**config.mk**
```make
export PLATFORM = sky130hd
export DESIGN_NAME = sync_seq_gen
export DESIGN_NICKNAME = d
export VERILOG_FILES = /design/src/rtl/sync_seq_pkg.sv /design/src/rtl/ssg_sequencer.sv /design/src/rtl/ssg_disp_enc.sv /design/src/rtl/ssg_whitener.sv /design/src/rtl/sync_seq_gen.sv
export SDC_FILE = /design/constraint.sdc
export NUM_CORES = 1
export LEC_CHECK = 0
export BUFFER_PORTS_ARGS = -buffer_cell sky130_fd_sc_hd__buf_4
export CAP_MARGIN = 20
export CORE_ASPECT_RATIO = 1.75
export CORE_UTILIZATION = 60
export DETAILED_ROUTE_END_ITERATION = 8
export HOLD_SLACK_MARGIN = 0.15
export PLACE_DENSITY = 0.8
export RECOVER_POWER = 100
export SLEW_MARGIN = 25
export SYNTH_ARGS = -nofsm -noshare
export SYNTH_HDL_FRONTEND = slang
export SYNTH_HIERARCHICAL = 1
export SYNTH_SLANG_ARGS = --single-unit
```
**constraint.sdc**
```tcl
create_clock -name clk -period 5 [get_ports clk]
set_input_delay 0.25 -clock clk [delete_from_list [all_inputs] [get_ports clk]]
set_output_delay 0.25 -clock clk [all_outputs]
set_load 0.01 [all_outputs]
```
**src/rtl/sync_seq_pkg.sv**
```systemverilog
package sync_seq_pkg;

   localparam int CODE_W    = 10;
   localparam int PAT_W     = 3;
   localparam int NUM_PAT   = 6;
   localparam int MAX_FILL  = 8;
   localparam int MAX_LEN   = MAX_FILL + 2;
   localparam int IDX_W     = $clog2(MAX_LEN);
   localparam int LFSR_W    = 7;
   localparam int POLY0_TAP = 6;
   localparam int POLY1_TAP = 3;

   localparam logic [CODE_W-1:0] CODE_A_NEG = 10'b0011110011;
   localparam logic [CODE_W-1:0] CODE_K_NEG = 10'b0011111010;
   localparam logic [CODE_W-1:0] CODE_R_NEG = 10'b0011110100;

   typedef enum logic [1:0] {
      SYM_A = 2'd0,
      SYM_K = 2'd1,
      SYM_R = 2'd2
   } sym_e;

   // out-of-range selects fall back to the longest fill
   function automatic logic [PAT_W-1:0] pat_clamp(input logic [PAT_W-1:0] s);
      return (s > PAT_W'(NUM_PAT - 1)) ? PAT_W'(NUM_PAT - 1) : s;
   endfunction

   function automatic logic [IDX_W-1:0] frame_len(input logic [PAT_W-1:0] p);
      logic [IDX_W-1:0] fill;
      case (p)
         3'd0, 3'd1: fill = IDX_W'(1);
         3'd2:       fill = IDX_W'(2);
         3'd3:       fill = IDX_W'(4);
         3'd4:       fill = IDX_W'(6);
         default:    fill = IDX_W'(MAX_FILL);
      endcase
      return fill + IDX_W'(2);
   endfunction

   // all fills except select 1 are prefixes of K R R K K R R K
   function automatic sym_e fill_sym(input logic [PAT_W-1:0] p,
                                     input logic [IDX_W-1:0] j);
      if (p == 3'd1)
         return SYM_R;
      return (j[1:0] == 2'd0 || j[1:0] == 2'd3) ? SYM_K : SYM_R;
   endfunction

   function automatic logic [CODE_W-1:0] neg_code(input sym_e s);
      case (s)
         SYM_K:   return CODE_K_NEG;
         SYM_R:   return CODE_R_NEG;
         default: return CODE_A_NEG;
      endcase
   endfunction

endpackage

```
**src/rtl/ssg_sequencer.sv**
```systemverilog
module ssg_sequencer
   import sync_seq_pkg::*;
#(
   parameter int RPT_W = 8
) (
   input  logic             clk,
   input  logic             rst_n,
   input  logic             en,
   input  logic [PAT_W-1:0] pat_sel,
   input  logic [RPT_W-1:0] rpt_cnt,
   output sym_e             sym_o,
   output logic             frame_first_o,
   output logic             pass_last_o
);

   logic [IDX_W-1:0] idx_q;
   logic [RPT_W-1:0] frm_q;
   logic [RPT_W-1:0] rpt_q;
   logic [PAT_W-1:0] pat_q;

   logic             at_start;
   logic             pass_start;
   logic             at_end;
   logic [PAT_W-1:0] pat_cur;
   logic [RPT_W-1:0] rpt_cur;
   logic [IDX_W-1:0] len_cur;

   always_comb begin
      at_start   = (idx_q == '0);
      pass_start = at_start && (frm_q == '0);
      pat_cur    = at_start ? pat_clamp(pat_sel) : pat_q;
      if (pass_start)
         rpt_cur = (rpt_cnt == '0) ? RPT_W'(1) : rpt_cnt;
      else
         rpt_cur = rpt_q;
      len_cur = frame_len(pat_cur);
      at_end  = (idx_q == len_cur - IDX_W'(1));
      if (at_start || at_end)
         sym_o = SYM_A;
      else
         sym_o = fill_sym(pat_cur, idx_q - IDX_W'(1));
      frame_first_o = at_start;
      pass_last_o   = at_end && (frm_q == rpt_cur - RPT_W'(1));
   end

   always_ff @(posedge clk) begin
      if (!rst_n) begin
         idx_q <= '0;
         frm_q <= '0;
         rpt_q <= RPT_W'(1);
         pat_q <= '0;
      end else if (en) begin
         if (at_start)
            pat_q <= pat_cur;
         if (pass_start)
            rpt_q <= rpt_cur;
         if (at_end) begin
            idx_q <= '0;
            frm_q <= pass_last_o ? '0 : frm_q + RPT_W'(1);
         end else begin
            idx_q <= idx_q + IDX_W'(1);
         end
      end
   end

endmodule

```
**src/rtl/ssg_disp_enc.sv**
```systemverilog
module ssg_disp_enc
   import sync_seq_pkg::*;
(
   input  logic              clk,
   input  logic              rst_n,
   input  logic              en,
   input  sym_e              sym_i,
   output logic [CODE_W-1:0] code_o
);

   logic              rd_pos_q;
   logic [CODE_W-1:0] base;

   always_comb begin
      base   = neg_code(sym_i);
      code_o = rd_pos_q ? ~base : base;
   end

   // positive start makes the first comma group use the comma-positive form
   always_ff @(posedge clk) begin
      if (!rst_n)
         rd_pos_q <= 1'b1;
      else if (en && sym_i != SYM_R)
         rd_pos_q <= ~rd_pos_q;
   end

endmodule

```
**src/rtl/ssg_whitener.sv**
```systemverilog
module ssg_whitener
   import sync_seq_pkg::*;
#(
   parameter logic [LFSR_W-1:0] SEED = 7'h5A
) (
   input  logic              clk,
   input  logic              rst_n,
   input  logic              en,
   input  logic              whiten_en,
   input  logic              poly_sel,
   input  logic [CODE_W-1:0] data_i,
   output logic [CODE_W-1:0] data_o
);

   if (POLY0_TAP < 1 || POLY0_TAP >= LFSR_W) begin : g_bad_tap0
      $error("ssg_whitener: first polynomial tap out of range");
   end
   if (POLY1_TAP < 1 || POLY1_TAP >= LFSR_W) begin : g_bad_tap1
      $error("ssg_whitener: second polynomial tap out of range");
   end

   logic [LFSR_W-1:0] state_q;
   logic [LFSR_W-1:0] chain [0:CODE_W];
   logic [CODE_W-1:0] mask;

   assign chain[0] = state_q;

   // one register step per serial bit, bit CODE_W-1 first
   for (genvar i = 0; i < CODE_W; i++) begin : g_step
      logic fb;
      assign mask[CODE_W-1-i] = chain[i][LFSR_W-1];
      assign fb = chain[i][LFSR_W-1] ^
                  (poly_sel ? chain[i][POLY1_TAP-1] : chain[i][POLY0_TAP-1]);
      assign chain[i+1] = {chain[i][LFSR_W-2:0], fb};
   end

   assign data_o = whiten_en ? (data_i ^ mask) : data_i;

   always_ff @(posedge clk) begin
      if (!rst_n)
         state_q <= SEED;
      else if (en && whiten_en)
         state_q <= chain[CODE_W];
   end

endmodule

```
**src/rtl/sync_seq_gen.sv**
```systemverilog
module sync_seq_gen
   import sync_seq_pkg::*;
#(
   parameter int                RPT_W     = 8,
   parameter logic [LFSR_W-1:0] LFSR_SEED = 7'h5A
) (
   input  logic              clk,
   input  logic              rst_n,
   input  logic              en,
   input  logic [PAT_W-1:0]  pat_sel,
   input  logic [RPT_W-1:0]  rpt_cnt,
   input  logic              whiten_en,
   input  logic              poly_sel,
   output logic [CODE_W-1:0] code_o,
   output logic              valid_o,
   output logic              frame_start_o,
   output logic              pass_done_o
);

   if (RPT_W < 1 || RPT_W > 16) begin : g_bad_rpt_w
      $error("sync_seq_gen: RPT_W must lie in 1..16");
   end
   if (LFSR_SEED == '0) begin : g_bad_seed
      $error("sync_seq_gen: whitener seed must be nonzero");
   end

   sym_e              sym;
   logic              frame_first;
   logic              pass_last;
   logic [CODE_W-1:0] code_raw;
   logic [CODE_W-1:0] code_next;
   logic              last_q;

   ssg_sequencer #(.RPT_W(RPT_W)) i_seq (
      .clk          (clk),
      .rst_n        (rst_n),
      .en           (en),
      .pat_sel      (pat_sel),
      .rpt_cnt      (rpt_cnt),
      .sym_o        (sym),
      .frame_first_o(frame_first),
      .pass_last_o  (pass_last)
   );

   ssg_disp_enc i_enc (
      .clk   (clk),
      .rst_n (rst_n),
      .en    (en),
      .sym_i (sym),
      .code_o(code_raw)
   );

   ssg_whitener #(.SEED(LFSR_SEED)) i_wht (
      .clk      (clk),
      .rst_n    (rst_n),
      .en       (en),
      .whiten_en(whiten_en),
      .poly_sel (poly_sel),
      .data_i   (code_raw),
      .data_o   (code_next)
   );

   always_ff @(posedge clk) begin
      if (!rst_n) begin
         code_o        <= '0;
         valid_o       <= 1'b0;
         frame_start_o <= 1'b0;
         pass_done_o   <= 1'b0;
         last_q        <= 1'b0;
      end else begin
         pass_done_o <= last_q;
         if (en) begin
            code_o        <= code_next;
            valid_o       <= 1'b1;
            frame_start_o <= frame_first;
            last_q        <= pass_last;
         end else begin
            valid_o       <= 1'b0;
            frame_start_o <= 1'b0;
            last_q        <= 1'b0;
         end
      end
   end

endmodule

```
==> run metrics <==
Max Clock Freq between 0.2 and 0.25 GHz; Fillers about 480; sequential fraction of the synthesis area 0.277; cell family with most CP delay simple AND/OR/NAND/NOR gates; number of library cell types mapped by synthesis 66; Slew Limit Fails 35; initial core utilization 0.618; multi-input logic area between 0.002 and 0.0025 sq mm; final-report setup violation count 0; die area approximately 0.0057 sq mm; Hold Crit Class in2reg; DRT iter0 DRCs approximately 220; DR pass1 iterations 6; clk_skew about 4.5 ps; Synth Flop Type dfxtp_1; Max Used Layer met4; FF/Latch Area about 900 sq um; met3 wire len approximately 230 um; routed len/inst ~16 um; DR vias/cell ~6.1; CP dominant cell by count ha_1; io pins 29; period utilisation layout 0.881; num rows 35; maxcap violations 1; RSZ-0062 raised after global routing false; post-layout min period approximately 4400 ps; peak per-stage delay on the critical path ~640 ps; Die Ht between 90 and 100 um; Syn Nets 404; Slew Limit Headroom -0.105; largest net degree at the start of global routing 35; register bit total from synthesis 45; crit path kind reg2reg; CTS max path bufs 2; initial antenna violation count 0; diode count 0; setup TNS 0 ps; CTS H-Tree Depth 2; FFs w/ async S/R, synth 0; synthesized area around 0.0032 sq mm; Buf+Inv Stages, Crit Path 1; clk slew on worst S/H paths roughly 90 ps; CTS Sinks between 40 and 50; port bufs 28; outcome finished with violations; vias in the first global route 2699; CTS Hold Bufs 0; syn avg cell area between 8 and 9 sq um; Lkg Pwr approximately 1.3 nW; Resize count post-CTS 0; post-route ant nets 0; die width 57.6 um; Slew @ Worst Pin 1660 ps; critical-path cell list inv_1 -> ha_1 -> or3b_4 -> nor3_2 -> mux2i_1 -> ha_1 -> or3b_2 -> nor3_1 -> xnor2_1 -> nand3_1 -> a2111o_1 -> o41ai_2 -> nor2_1; Inserted Clock Buffers 5; worst skew pair latency 300 ps; Final Total Pwr 1.26 mW; routed wire length 6.93 mm; WL met2 3.76 mm; Startpoint Class flip-flop; Nets 409; Mapped Cells between 300 and 400; Area Overhead vs Synth 1.39%; slowest CP cell o41ai_2; pwr dens ~380 mW/mm^2; gr ovfl total 0; RePlAce Congestion between 0.9 and 1; CTS tree done; Crit path arrival time between 4000 and 5000 ps; first-pass GRT wire length around 12 mm; crit path max fanout 13; Hold Violations, Final 0; Yosys Warn Count 6; # DRC 2; Metal-1 WL roughly 2.6 mm; CP Data Required Time 5170 ps; failing checks DRC, capacitance limit, slew limit; EDFF count, synth 0; core box area about 0.0053 sq mm; layout cells sized above 1 0.106; Vias ~2700; Crit. End Element flip-flop; root buffer cell clkbuf_8; post-CTS setup buffer count 0; all-layer global routing usage 0.259; worst vdd rail ir drop around 210 uV; hpwl dp 5.15 mm
## cell usage after synthesis (4+ instances only)
cell type / n / area share
nand3_1: 11 / 0.017
a21oi_1: 24 / 0.037
o311ai_0: 4 / 0.011
xor2_1: 12 / 0.032
ha_1: 8 / 0.031
buf_4: 12 / 0.028
nand2_1: 47 / 0.054
nor2_1: 14 / 0.016
xnor2_1: 37 / 0.10
buf_6: 9 / 0.031
dfxtp_1: 45 / 0.28
inv_1: 15 / 0.017
nand4_1: 9 / 0.017
nand2b_1: 4 / 0.0077
or4_1: 4 / 0.0092
mux2i_1: 20 / 0.062
clkbuf_1: 6 / 0.0069
nor2b_1: 16 / 0.031
o21ai_0: 5 / 0.0077
nor3_1: 13 / 0.020
## kinds of logic (layout without fill, tap and decap cells)
logic type,count (synthesis),after routing,share of synthesized area
adders and majority gates,8,8,0.0308
AOI/OAI and AO/OA,61,61,0.136
DFF,45,45,0.277
buffers and inverters,47,53,0.0994
and+or+nand+nor,146,146,0.240
xor gates and xnor gates,50,50,0.141
muxes,23,23,0.0755
## registers in the layout, summed over array words and instances, names as in the netlist
register	cells
i_seq/pat_q	3
i_wht/state_q	7
code_o	10
i_seq/idx_q	4
i_seq/frm_q	8
frame_start_o	1
pass_done_o	1
last_q	1
valid_o	1
i_seq/rpt_q	8
i_enc/rd_pos_q	1
## power by group
group | switching, mW | total [mW] | internal, mW
logic | 0.319 | 0.573 | 0.254
registers | 0.0514 | 0.453 | 0.401
clock network | 0.127 | 0.239 | 0.112
## layout make-up
class                           count  share of cell area
Inverter                           17              0.0194
Multi-Input combinational cell    288               0.609
Timing Repair Buffer               28              0.0479
Clock inverter                      2             0.00418
Tap cell                           55              0.0209
Sequential cell                    45               0.274
Clock buffer                        6              0.0251
## final timing paths
check	start	to	slack, ps	cells after the start
max	i_seq/idx_q[0]$_SDFFE_PN0P_	i_seq/frm_q[2]$_SDFFE_PN0P_	600	13
min	rpt_cnt[6]	i_seq/rpt_q[6]$_SDFFE_PN0P_	220	3
max reg2reg	i_seq/idx_q[0]$_SDFFE_PN0P_	i_seq/frm_q[2]$_SDFFE_PN0P_	600	13
min reg2reg	i_seq/rpt_q[7]$_SDFFE_PN0P_	i_seq/rpt_q[7]$_SDFFE_PN0P_	460	2
## layout by cell type (no fill, tap or decap), types with 3 or more instances in the layout
master    instances
nand2_1          48
dfxtp_1          45
xnor2_1          37
a21oi_1          24
mux2i_1          20
nor2b_1          16
inv_1            16
nor2_1           14
clkbuf_1         14
buf_4            14
nor3_1           13
xor2_1           12
nand3_1          11
nand4_1           9
ha_1              8
clkbuf_8          6
o21ai_0           6
nand2b_1          4
or4_1             4
o311ai_0          4
and3_2            3
or3_1             3
and3_1            3
o31ai_1           3
nor4_1            3
o311a_1           3
## stage by stage
stage	worst slack, ps	hold WS (ps)	instance area [sq um]	instances	utilization
2_1_floorplan	1020	378	3250	380	-
3_3_place_gp	884	447	3270	433	0.622
3_5_place_dp	680	458	3270	433	0.622
4_1_cts	677	212	3360	441	0.640
5_1_grt	252	229	3290	441	0.626
6_report	595	219	3290	441	0.626
## metal layers
metal,up-vias,track usage
li1,1324,-
met1,1244,0.265
met2,87,0.475
met3,26,0.0338
met4,0,0.169
met5,-,0
## worst register-to-register path, delay by kind of cell (launching register included)
kind	cells	cell delay, ps
AO/OA/AOI/OAI	2	1120
XOR/XNOR	1	150
adder cells (fa/ha/maj)	2	390
buffers and inverters	1	110
flip-flops	1	390
multiplexers	1	330
AND/OR/NAND/NOR	6	1800
No activity file was read; power rests on OpenSTA's default activity.
